[config.mk]
export PLATFORM = sky130hd
export DESIGN_NAME = err_hdr_serializer
export DESIGN_NICKNAME = d
export VERILOG_FILES = /design/src/rtl/err_ser_pkg.sv /design/src/rtl/err_req_slot.sv /design/src/rtl/err_beat_seq.sv /design/src/rtl/err_beat_mux.sv /design/src/rtl/err_hdr_serializer.sv
export SDC_FILE = /design/constraint.sdc
export NUM_CORES = 1
export LEC_CHECK = 0
export ABC_AREA = 1
export BUFFER_PORTS_ARGS = -buffer_cell sky130_fd_sc_hd__buf_2
export CAP_MARGIN = 20
export CORE_MARGIN = 1.5
export CORE_UTILIZATION = 35
export CTS_BUF_LIST = sky130_fd_sc_hd__clkbuf_8
export CTS_CLUSTER_DIAMETER = 150
export DETAILED_ROUTE_END_ITERATION = 6
export HOLD_SLACK_MARGIN = 0.12
export PLACE_DENSITY_LB_ADDON = 0.15
export SYNTH_ARGS = -nofsm -noshare
export SYNTH_HDL_FRONTEND = slang
export SYNTH_SLANG_ARGS = --single-unit
[constraint.sdc]
create_clock -name clk -period 1.6 [get_ports clk]
set_input_delay 0.16 -clock clk [delete_from_list [all_inputs] [get_ports clk]]
set_output_delay 0.16 -clock clk [all_outputs]
set_load 0.02 [all_outputs]
[src/rtl/err_ser_pkg.sv]
package err_ser_pkg;
  localparam int ERR_INFO_W  = 14;
  localparam int ERR_FN_W    = 3;
  localparam int ERR_BEAT_W  = 32;
  localparam int ERR_HDR_W   = 128;

  // number of beats on the narrow bus: header slices plus one prefix beat
  function automatic int beats_for(input int hdr_w, input int beat_w);
    return hdr_w / beat_w + 1;
  endfunction

  // a report is meaningful only if some error bit is set
  function automatic logic info_nonzero(input logic [ERR_INFO_W-1:0] v);
    return |v;
  endfunction
endpackage

[src/rtl/err_req_slot.sv]
module err_req_slot #(
  parameter int INFO_W = err_ser_pkg::ERR_INFO_W,
  parameter int FN_W   = err_ser_pkg::ERR_FN_W,
  parameter int HDR_W  = err_ser_pkg::ERR_HDR_W,
  parameter int BEAT_W = err_ser_pkg::ERR_BEAT_W
) (
  input  logic              clk,
  input  logic              rst,
  input  logic              req_valid,
  input  logic [INFO_W-1:0] req_info,
  input  logic [FN_W-1:0]   req_fn,
  input  logic [HDR_W-1:0]  req_hdr,
  input  logic [BEAT_W-1:0] req_prefix,
  input  logic              take,
  output logic              pend_vld,
  output logic [INFO_W-1:0] pend_info,
  output logic [FN_W-1:0]   pend_fn,
  output logic [HDR_W-1:0]  pend_hdr,
  output logic [BEAT_W-1:0] pend_prefix,
  output logic              reject
);
  logic good_req;
  logic accept;

  assign good_req = req_valid && err_ser_pkg::info_nonzero(req_info);
  // slot frees in the same cycle it is taken, so a new report may enter then
  assign accept   = good_req && (!pend_vld || take);

  always_ff @(posedge clk) begin
    if (rst) begin
      pend_vld    <= 1'b0;
      reject      <= 1'b0;
      pend_info   <= '0;
      pend_fn     <= '0;
      pend_hdr    <= '0;
      pend_prefix <= '0;
    end else begin
      reject <= req_valid && !err_ser_pkg::info_nonzero(req_info);
      if (accept) begin
        pend_vld    <= 1'b1;
        pend_info   <= req_info;
        pend_fn     <= req_fn;
        pend_hdr    <= req_hdr;
        pend_prefix <= req_prefix;
      end else if (take) begin
        pend_vld <= 1'b0;
      end
    end
  end
endmodule

[src/rtl/err_beat_seq.sv]
module err_beat_seq #(
  parameter int NBEATS = 5,
  localparam int CNT_W = $clog2(NBEATS)
) (
  input  logic             clk,
  input  logic             rst,
  input  logic             start_ok,
  output logic             launch,
  output logic             xfer_on,
  output logic [CNT_W-1:0] beat_idx,
  output logic             last_beat,
  output logic             done
);
  assign launch    = start_ok && !xfer_on;
  assign last_beat = xfer_on && (beat_idx == CNT_W'(NBEATS - 1));

  always_ff @(posedge clk) begin
    if (rst) begin
      xfer_on  <= 1'b0;
      beat_idx <= '0;
      done     <= 1'b0;
    end else begin
      done <= 1'b0;
      if (launch) begin
        xfer_on  <= 1'b1;
        beat_idx <= '0;
      end else if (xfer_on) begin
        if (last_beat) begin
          xfer_on  <= 1'b0;
          beat_idx <= '0;
          done     <= 1'b1;
        end else begin
          beat_idx <= beat_idx + CNT_W'(1);
        end
      end
    end
  end
endmodule

[src/rtl/err_beat_mux.sv]
module err_beat_mux #(
  parameter int INFO_W = err_ser_pkg::ERR_INFO_W,
  parameter int FN_W   = err_ser_pkg::ERR_FN_W,
  parameter int HDR_W  = err_ser_pkg::ERR_HDR_W,
  parameter int BEAT_W = err_ser_pkg::ERR_BEAT_W,
  parameter int NBEATS = 5,
  localparam int CNT_W = $clog2(NBEATS),
  localparam int HDR_BEATS = HDR_W / BEAT_W
) (
  input  logic              clk,
  input  logic              rst,
  input  logic              launch,
  input  logic [INFO_W-1:0] pend_info,
  input  logic [FN_W-1:0]   pend_fn,
  input  logic [HDR_W-1:0]  pend_hdr,
  input  logic [BEAT_W-1:0] pend_prefix,
  input  logic              xfer_on,
  input  logic [CNT_W-1:0]  beat_idx,
  output logic              err_valid,
  output logic [INFO_W-1:0] err_info,
  output logic [FN_W-1:0]   err_fn,
  output logic [BEAT_W-1:0] err_hdr
);
  logic [INFO_W-1:0] cur_info;
  logic [FN_W-1:0]   cur_fn;
  logic [HDR_W-1:0]  cur_hdr;
  logic [BEAT_W-1:0] cur_prefix;

  // header slices in ascending order, prefix after the last slice
  function automatic logic [BEAT_W-1:0] pick_beat(
    input logic [HDR_W-1:0]  h,
    input logic [BEAT_W-1:0] p,
    input logic [CNT_W-1:0]  i
  );
    logic [BEAT_W-1:0] w;
    w = p;
    for (int k = 0; k < HDR_BEATS; k++)
      if (i == CNT_W'(k)) w = h[k*BEAT_W +: BEAT_W];
    return w;
  endfunction

  always_ff @(posedge clk) begin
    if (rst) begin
      cur_info   <= '0;
      cur_fn     <= '0;
      cur_hdr    <= '0;
      cur_prefix <= '0;
    end else if (launch) begin
      cur_info   <= pend_info;
      cur_fn     <= pend_fn;
      cur_hdr    <= pend_hdr;
      cur_prefix <= pend_prefix;
    end
  end

  assign err_valid = xfer_on && (beat_idx == '0);
  assign err_info  = err_valid ? cur_info : '0;
  assign err_fn    = err_valid ? cur_fn : '0;
  assign err_hdr   = xfer_on ? pick_beat(cur_hdr, cur_prefix, beat_idx) : '0;
endmodule

[src/rtl/err_hdr_serializer.sv]
module err_hdr_serializer #(
  parameter int INFO_W = err_ser_pkg::ERR_INFO_W,
  parameter int FN_W   = err_ser_pkg::ERR_FN_W,
  parameter int HDR_W  = err_ser_pkg::ERR_HDR_W,
  parameter int BEAT_W = err_ser_pkg::ERR_BEAT_W,
  localparam int NBEATS = err_ser_pkg::beats_for(HDR_W, BEAT_W),
  localparam int CNT_W  = $clog2(NBEATS)
) (
  input  logic              clk,
  input  logic              rst,
  input  logic              req_valid,
  input  logic [INFO_W-1:0] req_info,
  input  logic [FN_W-1:0]   req_fn,
  input  logic [HDR_W-1:0]  req_hdr,
  input  logic [BEAT_W-1:0] req_prefix,
  output logic              busy,
  output logic              done,
  output logic              reject,
  input  logic              core_ready,
  output logic              err_valid,
  output logic [INFO_W-1:0] err_info,
  output logic [FN_W-1:0]   err_fn,
  output logic [BEAT_W-1:0] err_hdr
);
  // named internal events, visible to the bound checker
  logic              pend_vld;
  logic [INFO_W-1:0] pend_info;
  logic [FN_W-1:0]   pend_fn;
  logic [HDR_W-1:0]  pend_hdr;
  logic [BEAT_W-1:0] pend_prefix;
  logic              launch;
  logic              xfer_on;
  logic [CNT_W-1:0]  beat_idx;
  logic              last_beat;

  err_req_slot #(.INFO_W(INFO_W), .FN_W(FN_W), .HDR_W(HDR_W), .BEAT_W(BEAT_W)) u_slot (
    .clk(clk), .rst(rst), .req_valid(req_valid), .req_info(req_info),
    .req_fn(req_fn), .req_hdr(req_hdr), .req_prefix(req_prefix), .take(launch),
    .pend_vld(pend_vld), .pend_info(pend_info), .pend_fn(pend_fn),
    .pend_hdr(pend_hdr), .pend_prefix(pend_prefix), .reject(reject)
  );

  err_beat_seq #(.NBEATS(NBEATS)) u_seq (
    .clk(clk), .rst(rst), .start_ok(pend_vld && core_ready), .launch(launch),
    .xfer_on(xfer_on), .beat_idx(beat_idx), .last_beat(last_beat), .done(done)
  );

  err_beat_mux #(.INFO_W(INFO_W), .FN_W(FN_W), .HDR_W(HDR_W), .BEAT_W(BEAT_W),
                 .NBEATS(NBEATS)) u_mux (
    .clk(clk), .rst(rst), .launch(launch), .pend_info(pend_info),
    .pend_fn(pend_fn), .pend_hdr(pend_hdr), .pend_prefix(pend_prefix),
    .xfer_on(xfer_on), .beat_idx(beat_idx), .err_valid(err_valid),
    .err_info(err_info), .err_fn(err_fn), .err_hdr(err_hdr)
  );

  assign busy = xfer_on || pend_vld;
endmodule

Word-level counts from Yosys, hierarchy flattened:

Index checks and enable logic that the tools add are counted.

* word-level logic and storage cells: 50
* flip-flop bits (word level): 361
* input port bits: 181
* output and inout port bits: 53

* add/sub/neg operators: 1
* muxes and demuxes: 14
* reductions and logical operators: 17
* bitwise logic cells: 1
* equal/unequal tests: 4

Operator list (number)
* $mux 32: 5
* $mux 14: 1
* $reduce_or 14->1: 1
* $logic_and 1x1->1: 7
* $eq 3x2->1 const B: 2
* $mux 1: 6
* $mux 3: 2
* $add 3x1->3 const B: 1
* $eq 3x1->1 const B: 1
* $eq 3x3->1 const B: 1
* $logic_not 1->1: 3
* $logic_not 3->1: 1
* $reduce_or 3->1: 1
* $logic_or 1x1->1: 2
* $reduce_bool 2->1: 1
* $reduce_or 2->1: 1
* $not 1->1: 1

Logic depth before layout (Yosys ltp):

Gate-level depths: netlist of run 1.

* depth in word-level cells: 6
* depth in mapped cells: 10
* gate-level depth less buffers: 8

Modules after synthesis:

Synthesis of run 1 repeated with hierarchy kept, for this count alone.

* cells, all modules: 2692
* area, all modules: 17195.2 sq um

By module, submodules not included
* err_req_slot: area an instance 9213.8 sq um, sequential area each 3583.4 sq um, cells each 1534, times used 1
* err_beat_mux: area an instance 7693.6 sq um, sequential area each 3543.4 sq um, cells each 1119, times used 1
* err_beat_seq: area an instance 269.0 sq um, sequential area each 100.1 sq um, cells each 34, times used 1
* err_hdr_serializer: area an instance 18.8 sq um, sequential area each 0.0 sq um, cells each 5, times used 1

Worst setup path after synthesis of run 1:

OpenSTA, ideal clock, no wires.

* path kind: reg-to-output
* start: reg u_seq.beat_idx[0]
* end: out err_info[0]
* required time: 1.440 ns
* arrival: 1.952 ns
* slack: -0.512 ns
* buffers on the path: 2
* stages on the path, launching flop included: 9
* cell sequence: dfxtp_1 > inv_1 > ha_1 > buf_2 > nand2_1 > nor2_1 > clkinv_1 > clkbuf_1 > nor2_1

* longest elaborated chain between the ends: 3

RTL lines
* from (decl): line err_beat_seq.sv:10 `output logic [CNT_W-1:0] beat_idx,`
* from (signal assigned): line err_beat_seq.sv:33 `beat_idx <= beat_idx + CNT_W'(1);`
* $logic_not 3->1: line err_beat_mux.sv:56 `assign err_valid = xfer_on && (beat_idx == '0);`
* $logic_and 1x1->1: line err_beat_mux.sv:56
* net err_valid: line err_hdr_serializer.sv:20 `output logic err_valid,`
* $mux 14: line err_beat_mux.sv:57 `assign err_info = err_valid ? cur_info : '0;`
* to (decl): line err_hdr_serializer.sv:21 `output logic [INFO_W-1:0] err_info,`

The timed path passes the listed nets, and every way through them passes these cells.

Final worst setup path of run 1:

* start: reg u_seq.beat_idx[1]
* end: out err_hdr[28]

* longest elaborated chain between the ends: 6
* elaborated cells between the ends (all ways): 9
* classes of those cells: 3 x eq/ne; 5 x mux; 1 x reduce/logical

RTL lines
* $logic_not 3->1: line err_beat_mux.sv:38 `if (i == CNT_W'(k)) w = h[k*BEAT_W +: BEAT_W];`
* $mux 32 (3 in a row): line err_beat_mux.sv:38
* $mux 32 (*): line err_beat_mux.sv:38
* $mux 32 (*): line err_beat_mux.sv:59 `assign err_hdr = xfer_on ? pick_beat(cur_hdr, cur_prefix, beat_idx) : '0;`
* to (decl): line err_hdr_serializer.sv:23 `output logic [BEAT_W-1:0] err_hdr`

Every way passes the cells marked *; elsewhere a longest branch is shown, timed or not.

==> flow_summary.rst, run 1 <==
.. list-table::
   :header-rows: 1

   * - Metric
     - Value
   * - Outcome
     - finished, violations left
   * - Violations in the final reports
     - DRC, setup timing
   * - Type of the worst setup path
     - flip-flop to output pin
   * - Portion of synthesized cell area occupied by the leading cell type
     - 43.3%
   * - Synth Cell Area
     - 16700 µm²
   * - Number of buffers on the longest clock path
     - 3
   * - RSZ-0062 raised after global routing
     - yes
   * - Mean routed wirelength per cell
     - 16.8 µm
   * - I/O pin count
     - 234
   * - Slowest stage cell, crit path
     - sky130_fd_sc_hd__dfxtp_2
   * - Worst Setup Start Kind
     - flip-flop
   * - Hold Slack
     - ~0.35 ns
   * - Data arrival time at the worst-slack endpoint
     - between 2 and 2.5 ns
   * - Final nets
     - 3109
   * - Final Total Pwr
     - 0.0222 W
   * - Critical path's most frequent cell
     - sky130_fd_sc_hd__buf_4
   * - Vias per std cell
     - 4.73
   * - Full die area
     - 49100 µm²
   * - Distinct cell type count after synthesis
     - 23
   * - Detailed router's first-iteration violation count
     - 1136
   * - Root buffer selected by CTS
     - sky130_fd_sc_hd__clkbuf_8
   * - H-tree level count
     - 2
   * - Final count of pins violating max slew
     - 0
   * - Ratio of total power to cell area
     - 955 nW/µm²
   * - Congestion Overflow GR
     - 0
   * - Critical path fanouts, max
     - 8
   * - Starting density of the core
     - between 30% and 40%
   * - Total routing resource utilization after global routing
     - 23.7%
   * - Number of antenna violations at the first check in global routing
     - 1
   * - Worst-Margin Slew
     - approximately 0.45 ns
   * - Number of fill cells in the layout
     - 4745
   * - Number of nets still failing antenna checks after routing
     - 0
   * - Syn-to-layout area delta
     - 39.5%
   * - Global-route wire length before repair
     - around 91000 µm
   * - Family with the most delay on the worst path
     - buffers and inverters
   * - Crit. Startpoint
     - u_seq.beat_idx[1]
   * - Total detailed-routing wirelength
     - 59900 µm
   * - Total nets after synthesis
     - 2705
   * - Synth Instances
     - 2519
   * - Synth top area cells
     - sky130_fd_sc_hd__dfxtp_1 43%, sky130_fd_sc_hd__inv_1 13%, sky130_fd_sc_hd__nand2_1 9.7%
   * - HP Start
     - req_hdr[94]
   * - Overall die height
     - around 220 µm
   * - Buffer and inverter count on the worst path
     - 5
   * - Synth Area per Inst
     - 6.63 µm²
   * - Post-Route Skew
     - 0.0451 ns
   * - Share of post-route cells with drive strength above 1
     - 19.6%
   * - Via count of the first global-routing pass
     - 16136
   * - Cells along the critical path
     - inv_2 -> buf_6 -> ha_4 -> nand2_8 -> buf_8 -> buf_4 -> nand3_1 -> o211ai_1 -> a21oi_2 -> buf_4
   * - Total via count after detailed routing
     - 16906
   * - Die width
     - between 200 and 250 µm
   * - Share of the cycle needed by the critical path after routing
     - 153%
   * - Maximum vdd ir drop
     - 0.525 mV
   * - FF-to-FF Start
     - u_seq.xfer_on
   * - Source-to-sink clock delay at the later pin of the worst-skew pair
     - 0.67 ns
   * - TritonCTS clock tree
     - done
   * - Number of port buffers
     - 233
   * - Data required time at the worst endpoint
     - approximately 1.4 ns
   * - Core footprint
     - 46900 µm²
   * - Synth Warn #
     - 0
   * - Final Hold Vio Count
     - 0
   * - Clk pin slew, worst setup/hold paths
     - about 0.070 ns
   * - Max Cap Viol
     - 0
   * - TritonCTS buffer count
     - between 60 and 70
   * - Fmax
     - around 410 MHz
   * - Number of standard cells in the final layout excluding fillers
     - 3571
   * - Final setup viols
     - 51
   * - Number of optimization iterations in the first detailed-route pass
     - 7
   * - Sequential-to-total area share from yosys stat
     - 43.3%
   * - Final estimated routing congestion in global placement
     - 0.904
   * - Static leakage power
     - 11.9 nW
   * - Pin count of the biggest net entering global routing
     - a little under 80
   * - Setup slack of the critical path after layout
     - -0.847 ns
   * - Remaining routing DRC violations
     - 2
   * - Number of register bits inferred by synthesis
     - 361
   * - Worst setup EP type
     - output pin
   * - Standard-cell row count
     - 79
   * - Max_slew headroom
     - 69.7%
   * - DP Wirelength
     - 41000 µm
   * - Sinks on Clock Net
     - 361
   * - Path class of the lowest-slack min-delay path
     - primary input to flip-flop
   * - Min Clock Period, post-route
     - approximately 2.4 ns
   * - Worst stage delay on the critical path
     - ~0.32 ns
   * - Placed cells
     - about 3300
   * - Top cell type by total area after synthesis
     - sky130_fd_sc_hd__dfxtp_1
==> flip-flops by register name, summed over array words and instances, names as in the netlist <==
signal	cells
u_seq.beat_idx	3
u_slot.pend_fn	3
u_mux.cur_fn	3
u_slot.pend_hdr	128
u_mux.cur_hdr	128
u_seq.done	1
u_mux.cur_prefix	32
u_slot.pend_vld	1
u_slot.pend_info	14
u_seq.xfer_on	1
u_slot.pend_prefix	32
u_slot.reject	1
u_mux.cur_info	14
==> stage by stage <==
step	area, µm²	worst slack (ns)	setup TNS (ns)	util, %
floorplan	17100	0.00617	0	-
global placement	19200	-0.288	-9.53	40.9
detailed placement	19200	-0.286	-9.68	40.9
CTS	22900	-0.906	-38.90	48.8
global route	23300	-0.938	-39.61	49.7
finish	23300	-0.847	-34.92	49.7
==> path summary, 6_finish.rpt <==
check / end / slack (ns) / cells after the start
setup reg to reg: u_slot.pend_hdr[65] / 0.08 / 8
setup / recovery: err_hdr[28] / -0.85 / 10
hold reg to reg: u_mux.cur_hdr[27] / 0.42 / 2
hold / removal: u_slot.pend_hdr[94] / 0.35 / 6
==> cell families (layout without fill, tap and decap cells) <==
group                    count (synthesis)  count (layout)  synth area share [%]
buffers and inverters                  782            1225                  18.1
AND/OR/NAND/NOR                        915             916                  24.1
adder cells (fa/ha/maj)                  5               5                 0.374
AO/OA/AOI/OAI                          456             456                  14.1
flip-flops                             361             361                  43.3
other                                    0               1                     0
==> layout make-up <==
class                           count  area [µm²]  area share [%]
Multi-Input combinational cell   1377        7080            30.4
Timing Repair inverter              1        16.3          0.0698
Clock buffer                       70         963            4.13
Antenna cell                        1        2.50          0.0107
Inverter                          590        2260            9.70
Tap cell                          607         759            3.26
Clock inverter                     33         195           0.838
Sequential cell                   361        7230            31.0
Timing Repair Buffer              531        4790            20.5
==> worst reg2reg max path, stage by stage, from the launching register on <==
cell and delay (ns):
sky130_fd_sc_hd__dfxtp_4 0.36, sky130_fd_sc_hd__clkinv_4 0.07, sky130_fd_sc_hd__nand3_4 0.13, sky130_fd_sc_hd__nand2_8 0.15, sky130_fd_sc_hd__buf_4 0.18, sky130_fd_sc_hd__buf_16 0.20, sky130_fd_sc_hd__nand4_1 0.18, sky130_fd_sc_hd__nand2_1 0.09
sky130_fd_sc_hd__nor2_1 0.04
==> cells in the mapped netlist, drive strengths merged <==
cell    instances
a21oi         213
buf            88
clkbuf        104
clkinv          3
dfxtp         361
ha              5
inv           587
nand2         431
nand3          99
nand4         177
nor2          206
nor3            1
o211ai         32
o21ai         210
o22ai           1
or2             1
==> metal layers <==
layer / global-route usage, % / up-vias / share of wire [%] / wire (µm)
met3: 3.49 / 88 / 4.2 / 2510
met4: 7.40 / 0 / 2.4 / 1470
met2: 38.5 / 410 / 46 / 27400
li1: - / 8626 / - / -
met1: 32.5 / 7782 / 48 / 28500
met5: 0 / - / 0 / 0
==> cells in the final DEF, fill, tap and decap left out, types with 4 or more instances in the layout <==
cell	instances
sky130_fd_sc_hd__o21ai_0	180
sky130_fd_sc_hd__ha_4	4
sky130_fd_sc_hd__o21ai_1	29
sky130_fd_sc_hd__dfxtp_1	357
sky130_fd_sc_hd__dlygate4sd3_1	180
sky130_fd_sc_hd__nand4_1	177
sky130_fd_sc_hd__buf_6	32
sky130_fd_sc_hd__nor2_4	12
sky130_fd_sc_hd__nor2_1	188
sky130_fd_sc_hd__inv_1	579
sky130_fd_sc_hd__a21oi_2	32
sky130_fd_sc_hd__buf_16	9
sky130_fd_sc_hd__clkinv_2	6
sky130_fd_sc_hd__nand3_2	37
sky130_fd_sc_hd__nand3_4	8
sky130_fd_sc_hd__buf_12	34
sky130_fd_sc_hd__clkbuf_8	70
sky130_fd_sc_hd__nand2_1	423
sky130_fd_sc_hd__buf_2	181
sky130_fd_sc_hd__nor2_2	6
sky130_fd_sc_hd__a21oi_1	181
sky130_fd_sc_hd__o211ai_1	32
sky130_fd_sc_hd__inv_8	4
sky130_fd_sc_hd__nand3_1	54
sky130_fd_sc_hd__buf_4	90
sky130_fd_sc_hd__inv_2	28
sky130_fd_sc_hd__clkbuf_16	4
==> report_power, final <==
part           switching (W)  total, W  leakage, nW  internal [W]
Sequential          0.000420    0.0101         2.97       0.00970
Combinational        0.00233   0.00406         8.26       0.00172
Clock                0.00380   0.00807        0.684       0.00427
==> what timing repair did <==
item	in CTS	in global routing
cloned	8	5
endpoints found under the hold margin	210	0
buffers inserted	7	10
endpoints found under the setup margin	65	138
hold buffers	180	0
resized for setup	130	54
pin swaps	48	35
No activity file was read; power rests on OpenSTA's default activity.
==> inputs of run 2 (changes only) <==
--- a/config.mk
+++ b/config.mk
@@ -9,7 +9,7 @@
 export BUFFER_PORTS_ARGS = -buffer_cell sky130_fd_sc_hd__buf_2
 export CAP_MARGIN = 20
 export CORE_MARGIN = 1.5
-export CORE_UTILIZATION = 35
+export CORE_UTILIZATION = 54
 export CTS_BUF_LIST = sky130_fd_sc_hd__clkbuf_8
 export CTS_CLUSTER_DIAMETER = 150
 export DETAILED_ROUTE_END_ITERATION = 6
==> run 2 against run 1 <==
Net effect: the run still ends with DRC, setup timing left; cell area is 3.8% higher; clock skew is 0.0096 ns lower; clock-buffer cell count is 7 higher; highest routed layer unchanged.
==> flow_summary.rst, run 2 (synthesis results as in run 1) <==
.. list-table::
   :header-rows: 1

   * - Metric
     - Value
   * - FF-to-FF Start
     - u_seq.xfer_on
   * - Ratio of total power to cell area
     - 980 nW/µm² (+2.7%)
   * - Final estimated routing congestion in global placement
     - 0.966 (+6.8%)
   * - Number of standard cells in the final layout excluding fillers
     - 3366 (-5.7%)
   * - Setup TNS
     - -55.67 ns (-20.74 ns)
   * - Min Clock Period, post-route
     - 2.45 ns (+0.00669 ns)
   * - Data arrival time at the worst-slack endpoint
     - 2.29 ns (about the same)
   * - Final nets
     - 3113 (+0.13%)
   * - Total detailed-routing wirelength
     - 63700 µm (+6.5%)
   * - Post-Route Skew
     - 0.0355 ns (-0.00958 ns)
   * - Worst Hold Depth
     - 3 (-3)
   * - Max Cap Viol
     - 0 (unchanged)
   * - Worst-Margin Slew
     - 0.560 ns (+0.107 ns)
   * - Overall die height
     - 179 µm (-19%)
   * - Final non-filler cell area
     - 24200 µm² (+3.8%)
   * - Final setup viols
     - 237 (+360%)
   * - Number of antenna violations at the first check in global routing
     - 0 (-1)
   * - Share of the cycle needed by the critical path after routing
     - 153% (+0.42 points)
   * - Share of post-route cells with drive strength above 1
     - 24.2% (+4.6 points)
   * - Core footprint
     - 30500 µm² (-35%)
   * - Syn-to-layout area delta
     - 44.7%
   * - Final Hold Vio Count
     - 0 (unchanged)
   * - Type of the worst setup path
     - flip-flop to output pin
   * - Outcome
     - finished, violations left
   * - Violations in the final reports
     - DRC, setup timing
   * - Sinks on Clock Net
     - 361 (unchanged)
   * - Hold Path Sink
     - u_seq.xfer_on
   * - TritonCTS clock tree
     - done
   * - Worst Setup Start Kind
     - flip-flop
   * - Post-detailed-placement cell area
     - 18600 µm² (-3.0%)
   * - Root buffer selected by CTS
     - sky130_fd_sc_hd__clkbuf_8
   * - Remaining routing DRC violations
     - 1 (-1)
   * - Final cell utilization of the core
     - 79.2% (+30 points)
   * - TritonCTS buffer count
     - 58 (-4.9%)
   * - Placed cells
     - 3018 (-7.3%)
   * - Clk pin slew, worst setup/hold paths
     - 0.07 ns (about the same)
   * - Setup slack of the critical path after layout
     - -0.854 ns (-0.00669 ns)
   * - Final count of pins violating max slew
     - 0 (unchanged)
   * - Path class of the lowest-slack min-delay path
     - primary input to flip-flop
   * - Source-to-sink clock delay at the later pin of the worst-skew pair
     - 0.62 ns (-0.05 ns)
   * - Number of buffers on the longest clock path
     - 3 (unchanged)
   * - Fmax
     - 408 MHz (-0.27%)
   * - Vias per std cell
     - 5.47 (+15%)
   * - Worst setup EP type
     - output pin
   * - Antenna cell count
     - 0 (-1)
   * - Max_slew headroom
     - 62.5% (-7.2 points)
   * - Starting density of the core
     - 54.8% (+19 points)
   * - Die width
     - 179 µm (-19%)
   * - Mean routed wirelength per cell
     - 18.9 µm (+13%)
   * - Full die area
     - 32000 µm² (-35%)
   * - Static leakage power
     - 12.3 nW (+3.2%)
   * - Top library cells by usage in the layout, fill and taps aside
     - 557 x sky130_fd_sc_hd__inv_1, 357 x sky130_fd_sc_hd__dfxtp_1, 318 x sky130_fd_sc_hd__nand2_1, 181 x sky130_fd_sc_hd__a21oi_1, 181 x sky130_fd_sc_hd__buf_2
   * - RSZ-0062 raised after global routing
     - yes
   * - Worst R2R Path Depth
     - 10 (+2)
   * - Detailed router's first-iteration violation count
     - 1891 (+66%)
   * - I/O pin count
     - 234 (unchanged)
   * - Global-route wire length before repair
     - 84000 µm (-8.2%)
   * - Data required time at the worst endpoint
     - 1.44 ns (about the same)
   * - Total routing resource utilization after global routing
     - 33.7% (+9.9 points)
   * - Worst r2r dst
     - u_slot.pend_hdr[69]
   * - Regs by FF count
     - u_mux.cur_hdr x128, u_slot.pend_hdr x128
   * - Number of optimization iterations in the first detailed-route pass
     - 7 (unchanged)
   * - Maximum vdd ir drop
     - 0.613 mV (+17%)
   * - Reg area
     - 7240 µm² (about the same)
   * - Multi-input combinational cell area
     - 7490 µm² (+5.8%)
   * - Number of port buffers
     - 233 (unchanged)
   * - Pin count of the biggest net entering global routing
     - 99 (+25%)
   * - Number of fill cells in the layout
     - 2021 (-57%)
   * - H-tree level count
     - 2 (unchanged)
   * - Via count of the first global-routing pass
     - 16044 (-0.57%)
   * - Leading cell type in the layout, fill and taps excluded
     - sky130_fd_sc_hd__inv_1
   * - Critical path fanouts, max
     - 28 (+20)
   * - Congestion Overflow GR
     - 0 (unchanged)
   * - HP Start
     - rst
   * - Hold Slack
     - 0.413 ns (+0.0592 ns)
   * - Register-to-Register Setup Slack
     - -0.18 ns (-0.26 ns)
   * - Standard-cell row count
     - 64 (-19%)
   * - Number of nets still failing antenna checks after routing
     - 0 (unchanged)
   * - DP Wirelength
     - 34200 µm (-16%)
   * - Total via count after detailed routing
     - 18398 (+8.8%)
run 2: cell count changes in the layout (fill, tap and decap cells not counted), moves of 21 or more:
cell                      before  now
sky130_fd_sc_hd__buf_4        90   37
sky130_fd_sc_hd__buf_6        32   65
sky130_fd_sc_hd__inv_1       579  557
sky130_fd_sc_hd__nand2_1     423  318
sky130_fd_sc_hd__nand2_2       3   67
sky130_fd_sc_hd__nand2_4       3   44
sky130_fd_sc_hd__nor2_1      188  167
run 2: report_power, final:
part	leakage (nW)	internal, W	switching [W]	total [W]
logic	8.62	0.00210	0.00277	0.00487
clock network	0.708	0.00492	0.00377	0.00869
registers	2.98	0.00970	0.000441	0.0101
run 2: layout make-up:
cell class	instances	area share (%)
Multi-Input combinational cell	1376	31.0
Sequential cell	361	29.9
Timing Repair Buffer	538	22.2
Inverter	590	9.39
Clock buffer	77	4.38
Tap cell	396	2.05
Clock inverter	26	0.901
Timing Repair inverter	2	0.135
run 2: layer usage:
| metal | wire length, µm | track usage [%] | vias up | share of wire, % |
|---|---|---|---|---|
| li1 | - | - | 8646 | - |
| met1 | 25300 | 44.0 | 8433 | 40 |
| met2 | 29000 | 53.7 | 1078 | 45 |
| met3 | 5850 | 5.03 | 241 | 9.2 |
| met4 | 3600 | 17.8 | 0 | 5.6 |
| met5 | 0 | 0 | - | 0 |
run 2: through the flow:
step / power (W) / setup slack, ns
3_5_place_dp: 0.0135 / -0.279
3_3_place_gp: 0.0134 / -0.179
6_report: 0.0237 / -0.854
4_1_cts: 0.0225 / -0.737
2_1_floorplan: 0.0124 / 0.00617
5_1_grt: 0.0245 / -0.864
run 2: repair_timing:
| action | CTS | global route |
|---|---|---|
| gates cloned | 6 | 33 |
| pin swaps | 25 | 145 |
| hold endpoints to repair | 192 | 0 |
| setup endpoints to repair | 122 | 221 |
| resized for setup | 123 | 302 |
| setup buffers | 11 | 16 |
| hold buffers | 180 | 0 |
run 2: worst max-delay path by stage:
stage                      start          to  slack, ns  cells after the start
2_1_floorplan  u_seq.beat_idx[1]  err_hdr[1]      0.006                      9
3_5_place_dp   u_seq.beat_idx[1]   err_fn[1]      -0.28                      8
4_1_cts        u_seq.beat_idx[1]  err_hdr[8]      -0.74                      7
6_report       u_seq.beat_idx[1]  err_hdr[5]      -0.85                      7
3_3_place_gp   u_seq.beat_idx[1]   err_fn[0]      -0.18                      8
5_1_grt        u_seq.beat_idx[1]  err_hdr[5]      -0.86                      9
run 2: worst max-delay path, stage by stage, from the launching register on:
cell	delay, ns
sky130_fd_sc_hd__dfxtp_4	0.37
sky130_fd_sc_hd__inv_4	0.07
sky130_fd_sc_hd__ha_2	0.19
sky130_fd_sc_hd__nand2_4	0.10
sky130_fd_sc_hd__buf_12	0.18
sky130_fd_sc_hd__o211ai_1	0.46
sky130_fd_sc_hd__a21oi_2	0.11
sky130_fd_sc_hd__buf_4	0.18
==> inputs of run 3 (changes only) <==
--- a/config.mk
+++ b/config.mk
@@ -9,7 +9,7 @@
 export BUFFER_PORTS_ARGS = -buffer_cell sky130_fd_sc_hd__buf_2
 export CAP_MARGIN = 20
 export CORE_MARGIN = 1.5
-export CORE_UTILIZATION = 54
+export CORE_UTILIZATION = 59
 export CTS_BUF_LIST = sky130_fd_sc_hd__clkbuf_8
 export CTS_CLUSTER_DIAMETER = 150
 export DETAILED_ROUTE_END_ITERATION = 6
==> constraint.sdc (replaced) <==
create_clock -name clk -period 2.3 [get_ports clk]
set_input_delay 0.23 -clock clk [delete_from_list [all_inputs] [get_ports clk]]
set_output_delay 0.23 -clock clk [all_outputs]
set_load 0.02 [all_outputs]
==> run 3 against run 2 <==
Net effect: the flow still finishes with violations (DRC, setup timing); worst setup slack improved by 0.67 ns; cell area down 7.8%; die area is 8.3% lower.
==> flow_summary.rst, run 3 (synthesis results as in run 1) <==
.. list-table::
   :header-rows: 1

   * - Metric
     - Value
   * - Fmax
     - 403 MHz
   * - Number of antenna violations at the first check in global routing
     - 0 (unchanged)
   * - Mean routed wirelength per cell
     - 16.2 µm (-14%)
   * - DP Wirelength
     - 30300 µm (-12%)
   * - Overall die height
     - 171 µm (-4.3%)
   * - Antenna cell count
     - 0 (unchanged)
   * - Setup TNS
     - -1.95 ns (+53.72 ns)
   * - Path class of the lowest-slack min-delay path
     - flip-flop to flip-flop
   * - Remaining routing DRC violations
     - 11 (+10)
   * - Static leakage power
     - 11.7 nW (-5.2%)
   * - Type of the worst setup path
     - flip-flop to output pin
   * - Via count of the first global-routing pass
     - 16083 (+0.24%)
   * - Pin count of the biggest net entering global routing
     - 92 (-7.1%)
   * - Data arrival time at the worst-slack endpoint
     - 2.25 ns (-0.04 ns)
   * - Final Hold Vio Count
     - 0 (unchanged)
   * - Register-to-Register Setup Slack
     - 0.27 ns (+0.45 ns)
   * - Number of port buffers
     - 233 (unchanged)
   * - Starting density of the core
     - 60.0% (+5.2 points)
   * - Global-route wire length before repair
     - 80400 µm (-4.3%)
   * - Leading cell type in the layout, fill and taps excluded
     - sky130_fd_sc_hd__inv_1
   * - Vias per std cell
     - 5.36 (-2.0%)
   * - Number of buffers on the longest clock path
     - 3 (unchanged)
   * - Standard-cell row count
     - 61 (-4.7%)
   * - Ratio of total power to cell area
     - 699 nW/µm² (-29%)
   * - Max_slew headroom
     - 68.6% (+6.1 points)
   * - Number of nets still failing antenna checks after routing
     - 0 (unchanged)
   * - Syn-to-layout area delta
     - 33.4%
   * - Setup slack of the critical path after layout
     - -0.179 ns (+0.675 ns)
   * - Maximum vdd ir drop
     - 0.672 mV (+9.6%)
   * - I/O pin count
     - 234 (unchanged)
   * - Total detailed-routing wirelength
     - 53300 µm (-16%)
   * - Source-to-sink clock delay at the later pin of the worst-skew pair
     - 0.59 ns (-0.03 ns)
   * - Share of post-route cells with drive strength above 1
     - 17.8% (-6.5 points)
   * - Final count of pins violating max slew
     - 0 (unchanged)
   * - Total via count after detailed routing
     - 17592 (-4.4%)
   * - Worst setup EP type
     - output pin
   * - Data required time at the worst endpoint
     - 2.07 ns (+0.63 ns)
   * - TritonCTS buffer count
     - 58 (unchanged)
   * - Worst-Margin Slew
     - 0.466 ns (-0.0938 ns)
   * - Sinks on Clock Net
     - 361 (unchanged)
   * - Regs by FF count
     - u_mux.cur_hdr x128, u_slot.pend_hdr x128
   * - Post-Route Skew
     - 0.0161 ns (-0.0194 ns)
   * - Final cell utilization of the core
     - 80.0% (+0.77 points)
   * - TritonCTS clock tree
     - done
   * - RSZ-0062 raised after global routing
     - yes
   * - Number of optimization iterations in the first detailed-route pass
     - 7 (unchanged)
   * - Outcome
     - finished, violations left
   * - Final nets
     - 3046 (-2.2%)
   * - Top library cells by usage in the layout, fill and taps aside
     - 567 x sky130_fd_sc_hd__inv_1, 405 x sky130_fd_sc_hd__nand2_1, 359 x sky130_fd_sc_hd__dfxtp_1, 210 x sky130_fd_sc_hd__o21ai_0, 198 x sky130_fd_sc_hd__nor2_1
   * - Die width
     - 171 µm (-4.3%)
   * - Total routing resource utilization after global routing
     - 34.2% (+0.55 points)
   * - Violations in the final reports
     - DRC, setup timing
   * - Critical path fanouts, max
     - 8 (-71%)
   * - Final setup viols
     - 31 (-87%)
   * - Detailed router's first-iteration violation count
     - 1956 (+3.4%)
   * - Max Cap Viol
     - 0 (unchanged)
   * - Final estimated routing congestion in global placement
     - 0.921 (-4.7%)
   * - Core footprint
     - 27900 µm² (-8.7%)
   * - Share of the cycle needed by the critical path after routing
     - 108%
   * - Congestion Overflow GR
     - 0 (unchanged)
   * - Worst Setup Start Kind
     - flip-flop
   * - Clk pin slew, worst setup/hold paths
     - 0.06 ns (about the same)
   * - Full die area
     - 29300 µm² (-8.3%)
   * - Root buffer selected by CTS
     - sky130_fd_sc_hd__clkbuf_8
   * - H-tree level count
     - 2 (unchanged)
   * - Min Clock Period, post-route
     - between 2 and 2.5 ns
==> run 3: cell count changes in the layout (fill, tap and decap cells not counted), sizes merged <==
cell	previous run	this run
buf	337	288
bufbuf	2	1
bufinv	4	1
clkbuf	96	89
clkinv	9	10
clkinvlp	2	0
inv	603	600
==> run 3: what timing repair did <==
item,4_1_cts,5_1_grt
hold endpoints to repair,184,0
hold buffers,180,0
resized for setup,101,102
pin swaps,16,32
setup buffers,7,3
gates cloned,6,5
setup endpoints to repair,49,47
==> run 3: worst paths after layout <==
kind                  startpoint                end  cells after the start
min reg2reg  u_slot.pend_hdr[97]  u_mux.cur_hdr[97]                      2
max            u_seq.beat_idx[0]        err_hdr[18]                     10
min          u_slot.pend_hdr[97]  u_mux.cur_hdr[97]                      2
max reg2reg        u_seq.xfer_on  u_slot.pend_fn[1]                      8
==> run 3: routing by layer <==
metal  track usage (%)  part of all wire, %  routed length, µm  vias up
met4              16.7                  4.9               2590        0
met5                 0                    0                  0        -
li1                  -                    -                  -     8490
met1              43.8                   40              21400     7978
met3              5.15                  8.5               4530      225
met2              56.6                   46              24800      899
==> run 3: critical path, cell delays in order (launching register included) <==
cell	delay (ns)
sky130_fd_sc_hd__dfxtp_4	0.37
sky130_fd_sc_hd__inv_4	0.05
sky130_fd_sc_hd__ha_4	0.19
sky130_fd_sc_hd__nand2_8	0.08
sky130_fd_sc_hd__buf_6	0.12
sky130_fd_sc_hd__clkbuf_16	0.16
sky130_fd_sc_hd__nand2_4	0.05
sky130_fd_sc_hd__nand3_4	0.07
sky130_fd_sc_hd__o211ai_1	0.11
sky130_fd_sc_hd__a21oi_1	0.26
sky130_fd_sc_hd__buf_4	0.19
==> run 3: stage by stage <==
stage	hold slack, ns	setup WS, ns	area (µm²)	instances	total power, W
global placement	0.436	0.374	18100	2978	0.00917
detailed placement	0.442	0.211	18100	2978	0.00923
global route	0.468	-0.261	22300	3284	0.0162
CTS	0.451	-0.103	21800	3277	0.0154
finish	0.449	-0.179	22300	3284	0.0156
floorplan	0.299	0.118	16700	2519	0.00853
==> run 3: cell type report <==
class | instances | area, µm²
fillers | 1885 | 5570
repair inverters | 1 | 6.26
well taps | 378 | 473
inverters | 590 | 2250
clock inverters | 20 | 111
flip-flops and latches | 361 | 7230
multi-input cells | 1376 | 6900
clock buffers | 86 | 1180
repair buffers | 472 | 4140
==> run 3: power by group <==
group          switching (W)  total [W]  internal [W]  leakage [nW]
logic                0.00158    0.00266       0.00108          7.96
clock network        0.00255    0.00594       0.00339         0.722
registers           0.000239    0.00699       0.00675          2.97
total                0.00437     0.0156        0.0112          11.7
